File: config.mk
export PLATFORM = sky130hd
export DESIGN_NAME = twi_line_cond
export DESIGN_NICKNAME = d
export VERILOG_FILES = /design/src/rtl/twi_lc_pkg.sv /design/src/rtl/twi_sync2.sv /design/src/rtl/twi_glitch_filt.sv /design/src/rtl/twi_cond_detect.sv /design/src/rtl/twi_sda_hold.sv /design/src/rtl/twi_line_cond.sv
export SDC_FILE = /design/constraint.sdc
export NUM_CORES = 1
export LEC_CHECK = 0
export ABC_AREA = 0
export BUFFER_PORTS_ARGS = -buffer_cell sky130_fd_sc_hd__buf_2
export CAP_MARGIN = 25
export CELL_PAD_IN_SITES_DETAIL_PLACEMENT = 0
export CELL_PAD_IN_SITES_GLOBAL_PLACEMENT = 1
export CORE_MARGIN = 10
export CORE_UTILIZATION = 42
export CTS_CLUSTER_DIAMETER = 30
export DETAILED_ROUTE_END_ITERATION = 7
export PLACE_DENSITY_LB_ADDON = 0.1
export SYNTH_ARGS = -nofsm -noshare
export SYNTH_HDL_FRONTEND = slang
export SYNTH_SLANG_ARGS = --single-unit
File: constraint.sdc
create_clock -name clk -period 1.9 [get_ports clk]
set_clock_uncertainty 0.15 [all_clocks]
set_input_delay 0.285 -clock clk [delete_from_list [all_inputs] [get_ports clk]]
set_output_delay 0.285 -clock clk [all_outputs]
set_load 0.01 [all_outputs]
File: src/rtl/twi_lc_pkg.sv
// Package for the I2C line conditioner.
// Holds the event strobe bundle and the line index constants.
package twi_lc_pkg;

    // Index of each line inside the two-bit pin vectors.
    localparam int LINE_SCL = 0;
    localparam int LINE_SDA = 1;
    localparam int N_LINES  = 2;

    // Single-cycle bus condition strobes.
    typedef struct packed {
        logic start;
        logic stop;
        logic rise;
        logic fall;
    } twi_evt_t;

endpackage

File: src/rtl/twi_sync2.sv
// Two-stage synchroniser for a vector of asynchronous inputs.
// Assumes each bit is independent; reset loads RST_VAL (released bus).
module twi_sync2 #(
    parameter int          W       = 2,
    parameter logic [W-1:0] RST_VAL = '1
) (
    input  logic         clk,
    input  logic         rst_n,
    input  logic [W-1:0] d,
    output logic [W-1:0] q
);
    logic [W-1:0] meta;

    // Capture the pins in two flops in a row.
    always_ff @(posedge clk) begin
        if (!rst_n) begin
            meta <= RST_VAL;
            q    <= RST_VAL;
        end else begin
            meta <= d;
            q    <= meta;
        end
    end
endmodule

File: src/rtl/twi_glitch_filt.sv
// Glitch filter for one synchronised line.
// The output takes a new level only after the input has differed from it
// for SPIKE_CYC+1 consecutive cycles. With SPIKE_CYC = 0 it is a plain register.
module twi_glitch_filt #(
    parameter int   SPIKE_CYC = 10,
    parameter logic RST_VAL   = 1'b1
) (
    input  logic clk,
    input  logic rst_n,
    input  logic d,
    output logic q
);
    localparam int CW = (SPIKE_CYC > 0) ? $clog2(SPIKE_CYC + 1) : 1;

    generate
        if (SPIKE_CYC == 0) begin : g_bypass
            // No filtering: register the input.
            always_ff @(posedge clk) begin
                if (!rst_n) q <= RST_VAL;
                else        q <= d;
            end
        end else begin : g_count
            logic [CW-1:0] run;

            // Count how long the input has disagreed; flip once the run is long enough.
            always_ff @(posedge clk) begin
                if (!rst_n) begin
                    q   <= RST_VAL;
                    run <= '0;
                end else if (d == q) begin
                    run <= '0;
                end else if (run == CW'(SPIKE_CYC)) begin
                    q   <= d;
                    run <= '0;
                end else begin
                    run <= run + 1'b1;
                end
            end
        end
    endgenerate

    AST_FILT_FOLLOWS_INPUT: assert property (@(posedge clk) disable iff (!rst_n)
        (q != $past(q)) |-> ($past(d) == q));
endmodule

File: src/rtl/twi_cond_detect.sv
// Bus condition detector working on the filtered levels.
// Produces the START, STOP and clock edge strobes and the bus-free flag.
// Assumes its inputs are already glitch-free and synchronous.
module twi_cond_detect
    import twi_lc_pkg::*;
(
    input  logic     clk,
    input  logic     rst_n,
    input  logic     scl,
    input  logic     sda,
    output twi_evt_t evt,
    output logic     bus_idle
);
    logic scl_d;
    logic sda_d;

    // Keep the previous filtered levels for edge detection.
    always_ff @(posedge clk) begin
        if (!rst_n) begin
            scl_d <= 1'b1;
            sda_d <= 1'b1;
        end else begin
            scl_d <= scl;
            sda_d <= sda;
        end
    end

    // Decode conditions: SDA edges only count while SCL is high on both sides.
    always_comb begin
        evt.start = scl & scl_d & sda_d & ~sda;
        evt.stop  = scl & scl_d & ~sda_d & sda;
        evt.rise  = scl & ~scl_d;
        evt.fall  = ~scl & scl_d;
    end

    // Bus-free flag: set by STOP, cleared by START.
    always_ff @(posedge clk) begin
        if (!rst_n)         bus_idle <= 1'b1;
        else if (evt.stop)  bus_idle <= 1'b1;
        else if (evt.start) bus_idle <= 1'b0;
    end

    AST_EVT_EXCLUSIVE: assert property (@(posedge clk) disable iff (!rst_n)
        $onehot0({evt.start, evt.stop, evt.rise, evt.fall}));
    AST_START_BUSY: assert property (@(posedge clk) disable iff (!rst_n)
        evt.start |=> !bus_idle);
    AST_STOP_FREE: assert property (@(posedge clk) disable iff (!rst_n)
        evt.stop |=> bus_idle);
    AST_START_ONE_CYCLE: assert property (@(posedge clk) disable iff (!rst_n)
        evt.start |=> !evt.start);
endmodule

File: src/rtl/twi_sda_hold.sv
// Data output hold stage.
// Passes the pull-low request to the pad enable, but freezes the enable for
// HOLD_CYC cycles after each filtered SCL fall. Assumes scl_fall is one cycle wide.
module twi_sda_hold #(
    parameter int HOLD_CYC = 60
) (
    input  logic clk,
    input  logic rst_n,
    input  logic scl_fall,
    input  logic req,
    output logic oe
);
    localparam int HW = (HOLD_CYC > 0) ? $clog2(HOLD_CYC + 1) : 1;

    generate
        if (HOLD_CYC == 0) begin : g_direct
            // No hold window: register the request.
            always_ff @(posedge clk) begin
                if (!rst_n) oe <= 1'b0;
                else        oe <= req;
            end
        end else begin : g_window
            logic [HW-1:0] wait_cnt;
            logic [HW-1:0] since_fall;

            // Open the window on a fall; update the enable only when it is closed.
            always_ff @(posedge clk) begin
                if (!rst_n) begin
                    oe       <= 1'b0;
                    wait_cnt <= '0;
                end else if (scl_fall) begin
                    wait_cnt <= HW'(HOLD_CYC);
                end else if (wait_cnt != '0) begin
                    wait_cnt <= wait_cnt - 1'b1;
                end else begin
                    oe <= req;
                end
            end

            // Independent saturating count of cycles since the last fall, used by the check.
            always_ff @(posedge clk) begin
                if (!rst_n)                         since_fall <= HW'(HOLD_CYC);
                else if (scl_fall)                  since_fall <= '0;
                else if (since_fall != HW'(HOLD_CYC)) since_fall <= since_fall + 1'b1;
            end

            AST_HOLD_AFTER_FALL: assert property (@(posedge clk) disable iff (!rst_n)
                (oe != $past(oe)) |-> (since_fall >= HW'(HOLD_CYC)));
        end
    endgenerate
endmodule

File: src/rtl/twi_line_cond.sv
// I2C line conditioner top.
// Synchronises and filters both pins, detects bus conditions, and applies
// the data output hold rule. Assumes the pads are open-drain with pull-ups.
module twi_line_cond
    import twi_lc_pkg::*;
#(
    parameter int SPIKE_CYC = 10,
    parameter int HOLD_CYC  = 60
) (
    input  logic clk,
    input  logic rst_n,
    input  logic scl_in,
    input  logic sda_in,
    input  logic sda_pull_req,
    output logic scl_lvl,
    output logic sda_lvl,
    output logic scl_rise,
    output logic scl_fall,
    output logic start_stb,
    output logic stop_stb,
    output logic bus_idle,
    output logic sda_pull_oe
);
    logic [N_LINES-1:0] raw_v;
    logic [N_LINES-1:0] sync_v;
    logic [N_LINES-1:0] filt_v;
    twi_evt_t           evt;

    // Gather the pins into one vector in line-index order.
    always_comb begin
        raw_v[LINE_SCL] = scl_in;
        raw_v[LINE_SDA] = sda_in;
    end

    twi_sync2 #(.W(N_LINES), .RST_VAL('1)) u_sync (
        .clk(clk), .rst_n(rst_n), .d(raw_v), .q(sync_v)
    );

    generate
        for (genvar i = 0; i < N_LINES; i++) begin : g_filt
            twi_glitch_filt #(.SPIKE_CYC(SPIKE_CYC), .RST_VAL(1'b1)) u_filt (
                .clk(clk), .rst_n(rst_n), .d(sync_v[i]), .q(filt_v[i])
            );
        end
    endgenerate

    twi_cond_detect u_det (
        .clk(clk), .rst_n(rst_n),
        .scl(filt_v[LINE_SCL]), .sda(filt_v[LINE_SDA]),
        .evt(evt), .bus_idle(bus_idle)
    );

    twi_sda_hold #(.HOLD_CYC(HOLD_CYC)) u_hold (
        .clk(clk), .rst_n(rst_n), .scl_fall(evt.fall),
        .req(sda_pull_req), .oe(sda_pull_oe)
    );

    // Drive the outputs from the internal bundle.
    always_comb begin
        scl_lvl   = filt_v[LINE_SCL];
        sda_lvl   = filt_v[LINE_SDA];
        scl_rise  = evt.rise;
        scl_fall  = evt.fall;
        start_stb = evt.start;
        stop_stb  = evt.stop;
    end

    AST_FALL_FREEZES_OE: assert property (@(posedge clk) disable iff (!rst_n)
        scl_fall |=> (sda_pull_oe == $past(sda_pull_oe)));
    AST_STOP_NEEDS_SCL_HIGH: assert property (@(posedge clk) disable iff (!rst_n)
        stop_stb |-> $past(scl_lvl));
endmodule

==> reports/metrics.yaml, run 1 <==
htree_levels: 1
synth_edf_count: 0
gp_congestion: 0.828
holdCritStartpoint: "sda_pull_req"
worst_slew_pin_slew_ns: 0.395
r2r-start: "u_hold.g_window.wait_cnt[0]"
max_freq_ghz: 0.567
setup_viol: 0
clk_latency_ns: 0.31
vias: 727
layout-drive-gt1-share: 0.174
fin_util: 0.517
rows: 17
num-fill-cells: 228
reg2reg_slack_ns: 0.15
yosysWarnings: 0
synth.distinct_cells: 32
grt_usage: 0.0788
period_share: 0.929
die_h_um: 68.8
drt.antenna.violating_nets: 0
cts_buffers: 3
r2r_cells: 5
holdPathEnd: "u_hold.oe"
path_class: "reg -> out"
pre_cts_slack_ns: 0.183
drt_iter0_drc: 23
finalHoldViolations: 0
cp-end-kind: "output pin"
power_uw: 1260
hold_ws_ns: 0.0597
syn_nets: 114
remaining_drc_errors: 0
grt_pass1_vias: 677
synthToLayoutAreaGrowth_pct: 15.5
synth_ff_type: "dfxtp_1"
arrival_ns: 1.33
drt-pass1-iter-count: 4
leakage_uw: 0.000511
layout_commonest_cell: "dfxtp_1"
seq_area_frac_synth: 0.481
synthCells: 103
ir_drop_mv: 0.761
hold_class: "in -> reg"
clk_pin_slew_worst_paths_ns: 0.12
wl_um: 1690
layout.nets: 133
fin_setup_tns_ns: 0
syn_area_per_cell_um2: 9.71
r2r_end: "u_hold.oe"
cts_root_buf: "clkbuf_4"
start_util: 0.448
grt_max_degree: 17
clkSinkCount: 24
antenna_found_initial: 0
post_drt_wl_per_cell_um: 11.4
cp_data_required_time_ns: 1.46
ys_ff_latch: 24
status: "finished, final reports clean"
maxCapViolations: 0
slew_headroom: 0.736
holdPathStages: 2
viasPerCell: 4.88
async_flop_share: 0
layout_min_cycle_time_ns: 1.76
overflow: 0
layout_common_cells: "dfxtp_1, buf_2, nor2_1"
rsz0062_at_grt: "no"
clockBufferDepth: 2
synth_area_um2: 1000
drv_slew: 0
die_w_um: 68.8
final.setup.worst_slack_ns: 0.135
dieArea_um2: 4730
diodes: 0
detailed_place_hpwl_um: 1300
ioPinCount: 13
power_density_nw_per_um2: 1090
port_buffers: 12
design.core.area_um2: 2230
cts_tree: "built"
worstPathMaxFanout: 7
crit_path_start_kind: "register"
grt_pass1_wl_um: 2880
==> power by group <==
group	switching (uW)	total [uW]	internal (uW)
Sequential	52.2	618	566
Combinational	184	383	200
Clock	141	258	117
==> registers in the layout, indices dropped and copies added (netlist names) <==
| name | count |
|---|---|
| g_filt.u_filt.q | 2 |
| u_sync.meta | 2 |
| u_det.bus_idle | 1 |
| u_hold.g_window.wait_cnt | 6 |
| u_det.sda_d | 1 |
| u_det.scl_d | 1 |
| u_sync.q | 2 |
| g_filt.u_filt.g_count.run | 8 |
| u_hold.oe | 1 |
==> cell usage after synthesis, types with 2 or more instances <==
master | count | area share
dfxtp_1 | 24 | 0.48
nor2_1 | 10 | 0.038
nand2b_1 | 9 | 0.056
inv_1 | 7 | 0.026
ha_1 | 6 | 0.075
nand2_1 | 5 | 0.019
a31oi_1 | 4 | 0.025
nand3_1 | 4 | 0.020
xor2_1 | 4 | 0.035
o21ai_0 | 3 | 0.015
mux2i_1 | 2 | 0.020
nand3b_1 | 2 | 0.015
nor3_1 | 2 | 0.010
nor3b_1 | 2 | 0.015
xnor2_1 | 2 | 0.018
==> critical path, cell delays in order, from the launching register on <==
cell     delay, ns
dfxtp_1       0.44
nand2_1       0.12
nor3b_1       0.28
buf_2         0.19
==> metrics by stage <==
stage	area (um2)	std cells
after floorplan	1000	103
after global placement	1100	143
after detailed placement	1100	143
after CTS	1150	149
after global routing	1150	149
final	1150	149
==> how the worst max path moves through the flow <==
stage,start,to,slack [ns],cells after the start
5_1_grt,u_hold.g_window.wait_cnt[0],u_hold.oe,0.03,5
3_3_place_gp,u_hold.g_window.wait_cnt[0],u_hold.oe,0.22,5
2_1_floorplan,u_hold.g_window.wait_cnt[2],u_hold.g_window.wait_cnt[5],0.30,3
6_report,g_filt[0].u_filt.q,start_stb,0.14,3
4_1_cts,g_filt[0].u_filt.q,start_stb,0.12,3
3_5_place_dp,u_hold.g_window.wait_cnt[0],u_hold.oe,0.18,5
==> routing by layer <==
metal / GRT usage / up-vias / wire, um
met5: 0 / - / 0
met4: 0.0222 / 0 / 14
met3: 0.0483 / 2 / 126
met2: 0.122 / 13 / 751
met1: 0.0891 / 322 / 799
li1: - / 390 / -
==> repair_timing <==
item                      in CTS  in global routing
resized for setup              0                  0
hold endpoints to repair       2                  0
setup buffers                  0                  0
hold buffers                   2                  0
==> final cells by class <==
class,count,area [um2],share of cell area
clock buffer,4,36.3,0.0314
inverter,7,26.3,0.0228
multi-input combinational,71,489,0.424
sequential,24,480,0.416
tap,28,35.0,0.0303
timing repair buffer,15,87.6,0.0758
==> logic make-up (layout without fill, tap and decap cells) <==
family,count (synthesis),in the layout,share of synthesized area
AND/OR/NAND/NOR,42,42,0.238
flip-flops,24,24,0.481
AO/OA/AOI/OAI,15,15,0.104
buffers and inverters,8,26,0.0300
adder cells (fa/ha/maj),6,6,0.0751
XOR/XNOR,6,6,0.0526
multiplexers,2,2,0.0200
No activity file was read; power rests on OpenSTA's default activity.
==> run 2: changes to the inputs <==
--- a/config.mk
+++ b/config.mk
@@ -14,7 +14,9 @@
 export CORE_UTILIZATION = 42
 export CTS_CLUSTER_DIAMETER = 30
 export DETAILED_ROUTE_END_ITERATION = 7
+export GPL_TIMING_DRIVEN = 0
 export PLACE_DENSITY_LB_ADDON = 0.1
+export SETUP_SLACK_MARGIN = 0.4
 export SYNTH_ARGS = -nofsm -noshare
 export SYNTH_HDL_FRONTEND = slang
 export SYNTH_SLANG_ARGS = --single-unit
==> reports/metrics.yaml, run 2 (synthesis gave the netlist of run 1 again) <==
power_density_nw_per_um2: 1100  # +1.0%
synthToLayoutAreaGrowth_pct: 30.8
r2r-start: "u_hold.g_window.wait_cnt[1]"
top_register: "g_filt.u_filt.g_count.run"
multiInputGateArea_um2: 556  # +14%
num-fill-cells: 214  # -6.1%
drt-pass1-iter-count: 4  # unchanged
ioPinCount: 13  # unchanged
largest_reg_flops: 8  # unchanged
cp_data_required_time_ns: 2.00  # +0.54 ns
wl_um: 2030  # +20%
diodes: 0  # unchanged
power_uw: 1440  # +14%
die_w_um: 68.8  # unchanged
cts_buffers: 3  # unchanged
clkSinkCount: 24  # unchanged
switching_share: 0.319  # +0.0196
crit_path_start_kind: "register"
pre_cts_slack_ns: 0.178  # -0.00473 ns
gp_congestion: 0.715  # -14%
path_class: "reg -> reg"
drt.antenna.violating_nets: 0  # unchanged
design.core.area_um2: 2230  # unchanged
clkPwrFrac: 0.181  # -0.024
cp-end-kind: "register"
grt_pass1_vias: 765  # +13%
critPathLaunch: "u_hold.g_window.wait_cnt[1]"
rows: 17  # unchanged
overflow: 0  # unchanged
max_stage_delay_ns: 0.53  # +0.09 ns
worstPathMaxFanout: 3  # -4
layout_commonest_cell: "dfxtp_1"
layout.nets: 141  # +6.0%
clockBufferDepth: 2  # unchanged
dieArea_um2: 4730  # unchanged
antenna_found_initial: 0  # unchanged
slowest_stage: "or4_4"
power_frac_seq: 0.445  # -0.046
layout_common_cells: "dfxtp_1, buf_2, nor2_1"
grt_usage: 0.0861  # +0.00736
rsz0062_at_grt: "yes"
p_comb_frac: 0.374  # +0.070
drv_slew: 0  # unchanged
hold_class: "in -> reg"
setup_viol: 0  # unchanged
period_share: 0.862  # -0.0666
instances_no_fill: 157  # +5.4%
holdCritStartpoint: "rst_n"
viasPerCell: 5.13  # +5.2%
post_drt_wl_per_cell_um: 13.0  # +14%
cts_tree: "built"
cellInternalPower_uw: 982  # +11%
maxCapViolations: 0  # unchanged
slew_headroom: 0.692  # -0.0442
finalHoldViolations: 0  # unchanged
post-place-cells: 143  # unchanged
netSwitchingPower_uw: 459  # +22%
layout_min_cycle_time_ns: 1.64  # -0.127 ns
clk_latency_ns: 0.31  # about the same
max_freq_ghz: 0.610  # +7.7%
path_buf_inv: 0  # -1
worst_slew_pin_slew_ns: 0.463  # +0.0677 ns
critPathTopFamily: "simple AND/OR/NAND/NOR gates"
status: "finished, final reports clean"
reg_top3: "g_filt.u_filt.g_count.run: 8 flops, u_hold.g_window.wait_cnt: 6 flops"
clk_pin_slew_worst_paths_ns: 0.13  # about the same
remaining_drc_errors: 0  # unchanged
detailed_place_hpwl_um: 1280  # -0.93%
die_h_um: 68.8  # unchanged
grt_pass1_wl_um: 3150  # +9.1%
drt_iter0_drc: 49  # +110%
port_buffers: 12  # unchanged
layout-drive-gt1-share: 0.364  # +0.191
start_util: 0.448  # unchanged
arrival_ns: 1.74  # +0.41 ns
ir_drop_mv: 0.712  # -6.4%
vias: 806  # +11%
fin_util: 0.585  # +0.0683
crit_chain: "or4_4, or4_1, a31oi_1"
leakage_uw: 0.000573  # +12%
grt_max_degree: 14  # -3
final.setup.worst_slack_ns: 0.262  # +0.127 ns
fin_setup_tns_ns: 0  # unchanged
htree_levels: 1  # unchanged
cts_root_buf: "clkbuf_4"
regArea_um2: 502  # +4.4%
==> run 2: cell types whose count changed in the layout (fill, tap and decap cells not counted), sizes merged <==
cell / previous run / this run
buf: 13 / 20
clkbuf: 4 / 5
==> run 2: worst paths after layout <==
check,end,slack (ns),cells after the start
hold reg to reg,u_sync.q[0],0.27,1
hold / removal,u_sync.q[1],0.07,2
setup / recovery,u_hold.g_window.wait_cnt[5],0.26,3
setup reg to reg,u_hold.g_window.wait_cnt[5],0.26,3
==> run 2: worst reg2reg max path: cells and delay by family, from the launching register on <==
kind	cells	cell delay, ns
compound gates	1	0.14
flops	1	0.36
simple gates	2	0.93
==> run 2: through the flow <==
stage | hold WS, ns | instance area (um2)
final | 0.0675 | 1310
after global routing | 0.0477 | 1310
after CTS | 0.0534 | 1200
after detailed placement | 0.248 | 1100
after global placement | 0.239 | 1100
after floorplan | 0.208 | 1000
==> run 2: layout make-up <==
class                   instances  share of cell area
multi-input cells              71               0.425
flip-flops and latches         24               0.384
repair buffers                 22               0.112
clock buffers                   4              0.0278
well taps                      28              0.0268
inverters                       7              0.0220
plain buffers                   1             0.00287
==> run 2: routing by layer <==
layer  vias to the layer above  share of wire  wire [um]  global-route usage
li1                        407              -          -                   -
met1                       387           0.44        902              0.0906
met2                        10           0.51       1030               0.149
met3                         2          0.040         82              0.0306
met4                         0         0.0084         17              0.0443
met5                         -              0          0                   0
==> run 2: what timing repair did <==
item | CTS | global route
setup endpoints to repair | 9 | 8
hold buffers | 2 | 0
setup buffers | 2 | 6
endpoints found under the hold margin | 2 | 0
gates resized for setup | 13 | 16
pin swaps | 2 | 5
==> run 2: power groups by stage <==
stage	clock network (uW)	registers, uW	logic [uW]
floorplan	0	625	288
global placement	0	630	357
detailed placement	0	630	363
CTS	276	625	429
global route	300	651	588
finish	260	641	539
==> run 3: changes to the inputs <==
--- a/config.mk
+++ b/config.mk
@@ -11,7 +11,7 @@
 export CELL_PAD_IN_SITES_DETAIL_PLACEMENT = 0
 export CELL_PAD_IN_SITES_GLOBAL_PLACEMENT = 1
 export CORE_MARGIN = 10
-export CORE_UTILIZATION = 42
+export CORE_UTILIZATION = 44
 export CTS_CLUSTER_DIAMETER = 30
 export DETAILED_ROUTE_END_ITERATION = 7
 export GPL_TIMING_DRIVEN = 0
@@ -19,4 +19,5 @@
 export SETUP_SLACK_MARGIN = 0.4
 export SYNTH_ARGS = -nofsm -noshare
 export SYNTH_HDL_FRONTEND = slang
+export SYNTH_HIERARCHICAL = 1
 export SYNTH_SLANG_ARGS = --single-unit
==> reports/metrics.yaml, run 3 <==
synth.distinct_cells: 33  # +3.1%
switching_share: 0.260  # -0.0591
r2r-start: "u_hold/g_window.wait_cnt[0]"
cts_root_buf: "clkbuf_4"
cts_buffers: 3  # unchanged
yosysWarnings: 6  # +6
regArea_um2: 489  # -2.5%
post_drt_wl_per_cell_um: 13.0  # +0.50%
design.core.area_um2: 2280  # +1.9%
diodes: 0  # unchanged
top_register: "g_filt.u_filt/g_count.run"
num-fill-cells: 207  # -3.3%
slowest_stage: "or4b_4"
gp_congestion: 0.641  # -10%
synth_area_um2: 1090  # +9.0%
grt_max_degree: 20  # +6
fin_setup_tns_ns: 0  # unchanged
clk_latency_ns: 0.31  # about the same
htree_levels: 1  # unchanged
layout-drive-gt1-share: 0.350  # -0.0147
final.setup.worst_slack_ns: 0.147  # -0.115 ns
arrival_ns: 1.80  # +0.06 ns
synth.area.top_cells: "dfxtp_1, ha_1, nor2_1, nand3b_4, nand2b_1"
largest_reg_flops: 8  # unchanged
hold_ws_ns: 0.0652  # -0.00231 ns
power_density_nw_per_um2: 903  # -18%
critPathLaunch: "u_hold/g_window.wait_cnt[0]"
synth_ff_type: "dfxtp_1"
clkPwrFrac: 0.308  # +0.127
antenna_found_initial: 0  # unchanged
cellInternalPower_uw: 884  # -9.9%
layout_common_cells: "dfxtp_1, nor2_1, buf_2"
slew_headroom: 0.630  # -0.0615
syn_area_per_cell_um2: 10.8  # +11%
instances_no_fill: 151  # -3.8%
synthToLayoutAreaGrowth_pct: 21.4
crit_cells: 6  # +3
detailed_place_hpwl_um: 1360  # +6.2%
max_stage_delay_ns: 0.45  # -0.08 ns
path_class: "reg -> reg"
synth_common_cells: "dfxtp_1, nor2_1, nand2b_1, ha_1, inv_1"
clockBufferDepth: 2  # unchanged
rsz0062_at_grt: "yes"
power_frac_seq: 0.471  # +0.026
grt_usage: 0.0798  # -0.00629
layout_min_cycle_time_ns: 1.75  # +0.115 ns
drt_iter0_drc: 27  # -45%
grt_pass1_vias: 752  # -1.7%
drt.antenna.violating_nets: 0  # unchanged
cts_tree: "built"
drt-pass1-iter-count: 3  # -1
ys_ff_latch: 24  # unchanged
crit_path_start_kind: "register"
p_comb_frac: 0.221  # -0.153
post-place-cells: 141  # -1.4%
pre_cts_slack_ns: 0.108  # -0.0705 ns
hold_class: "in -> reg"
holdPathStages: 3  # +1
layout_commonest_cell: "dfxtp_1"
max_freq_ghz: 0.570  # -6.6%
finalInstanceArea_um2: 1320  # +1.1%
ir_drop_mv: 0.616  # -13%
synthCells: 101  # -1.9%
clk_pin_slew_worst_paths_ns: 0.14  # about the same
crit_chain: "inv_4, ha_4, or4b_4, buf_6, o311ai_4, o41ai_2"
remaining_drc_errors: 0  # unchanged
overflow: 0  # unchanged
critPathTopFamily: "simple AND/OR/NAND/NOR gates"
async_flop_share: 0  # unchanged
cp_data_required_time_ns: 1.95  # -0.05 ns
die_w_um: 69.8  # +1.4%
viasPerCell: 5.16  # +0.49%
synth_top_area_frac: 0.441  # -0.0397
vias: 779  # -3.3%
netlist.top_cell.by_area: "dfxtp_1"
layout.nets: 134  # -5.0%
period_share: 0.923  # +0.0607
seq_area_frac_synth: 0.441  # -0.0397
finalHoldViolations: 0  # unchanged
clkSinkCount: 24  # unchanged
maxCapViolations: 0  # unchanged
synth_edf_count: 0  # unchanged
drv_slew: 0  # unchanged
rows: 17  # unchanged
syn_nets: 111  # -2.6%
netSwitchingPower_uw: 310  # -32%
worst_slew_pin_slew_ns: 0.555  # +0.0923 ns
worstPathMaxFanout: 7  # +4
multiInputGateArea_um2: 599  # +7.9%
r2r_cells: 6  # +3
synth.most_common_cell: "dfxtp_1"
post_dp_cell_area_um2: 1200  # +9.2%
status: "finished, final reports clean"
die_h_um: 69.8  # +1.4%
port_buffers: 12  # unchanged
leakage_uw: 0.000614  # +7.0%
ioPinCount: 13  # unchanged
wl_um: 1970  # -3.3%
setup_viol: 0  # unchanged
cp-end-kind: "register"
start_util: 0.479  # +0.0312
holdCritStartpoint: "sda_pull_req"
dieArea_um2: 4870  # +2.9%
grt_pass1_wl_um: 3350  # +6.4%
path_buf_inv: 2  # +2
reg_top3: "g_filt.u_filt/g_count.run: 8 flops, u_hold/g_window.wait_cnt: 6 flops"
[run 3: final timing paths]
check	to	slack, ns
worst max-delay path	u_hold/oe	0.15
worst min-delay path	u_hold/oe	0.07
worst max register to register	u_hold/oe	0.15
worst min register to register	u_sync/q[1]	0.27
[run 3: worst reg2reg max path: stages, from the launching register on]
cell	delay, ns
dfxtp_4	0.37
inv_4	0.05
ha_4	0.12
or4b_4	0.45
buf_6	0.16
o311ai_4	0.22
o41ai_2	0.11
[run 3: cell type report]
class                      count  share of cell area
buffer                         2              0.0114
clock buffer                   3              0.0170
clock inverter                 1              0.0227
inverter                       5              0.0161
multi-input combinational     70               0.453
sequential                    24               0.370
tap                           28              0.0265
timing repair buffer          18              0.0833
[run 3: per-layer routing]
metal / part of all wire / GRT usage / vias up / wire length [um]
met5: 0 / 0 / - / 0
met4: 0.0086 / 0.0326 / 0 / 17
met2: 0.46 / 0.130 / 10 / 912
met3: 0.031 / 0.0200 / 2 / 60
li1: - / - / 396 / -
met1: 0.50 / 0.0965 / 371 / 976
[run 3: cells by family after synthesis]
logic type | count (synthesis) | share of synthesized area
buffers and inverters | 7 | 0.0310
and+or+nand+nor | 43 | 0.280
xor gates and xnor gates | 6 | 0.0482
muxes | 2 | 0.0184
DFF | 24 | 0.441
AOI/OAI and AO/OA | 14 | 0.124
adders and majority gates | 5 | 0.0574
[run 3: metrics by stage]
step           utilization  total power, uW
6_report             0.581             1190
5_1_grt              0.581             1250
3_5_place_dp         0.527              823
2_1_floorplan            -              773
3_3_place_gp         0.527              817
4_1_cts              0.571             1190
[run 3: timing repair]
action	CTS	global route
pin swaps	3	0
setup endpoints to repair	10	10
hold buffers	1	1
hold endpoints to repair	1	1
setup buffers	3	1
resized for setup	6	3
[run 3: power by group through the flow]
stage	clock (uW)	combinational (uW)	sequential, uW
final	368	264	563
after global routing	398	287	568
after CTS	373	252	563
after detailed placement	0	247	576
after global placement	0	244	573
after floorplan	0	200	573
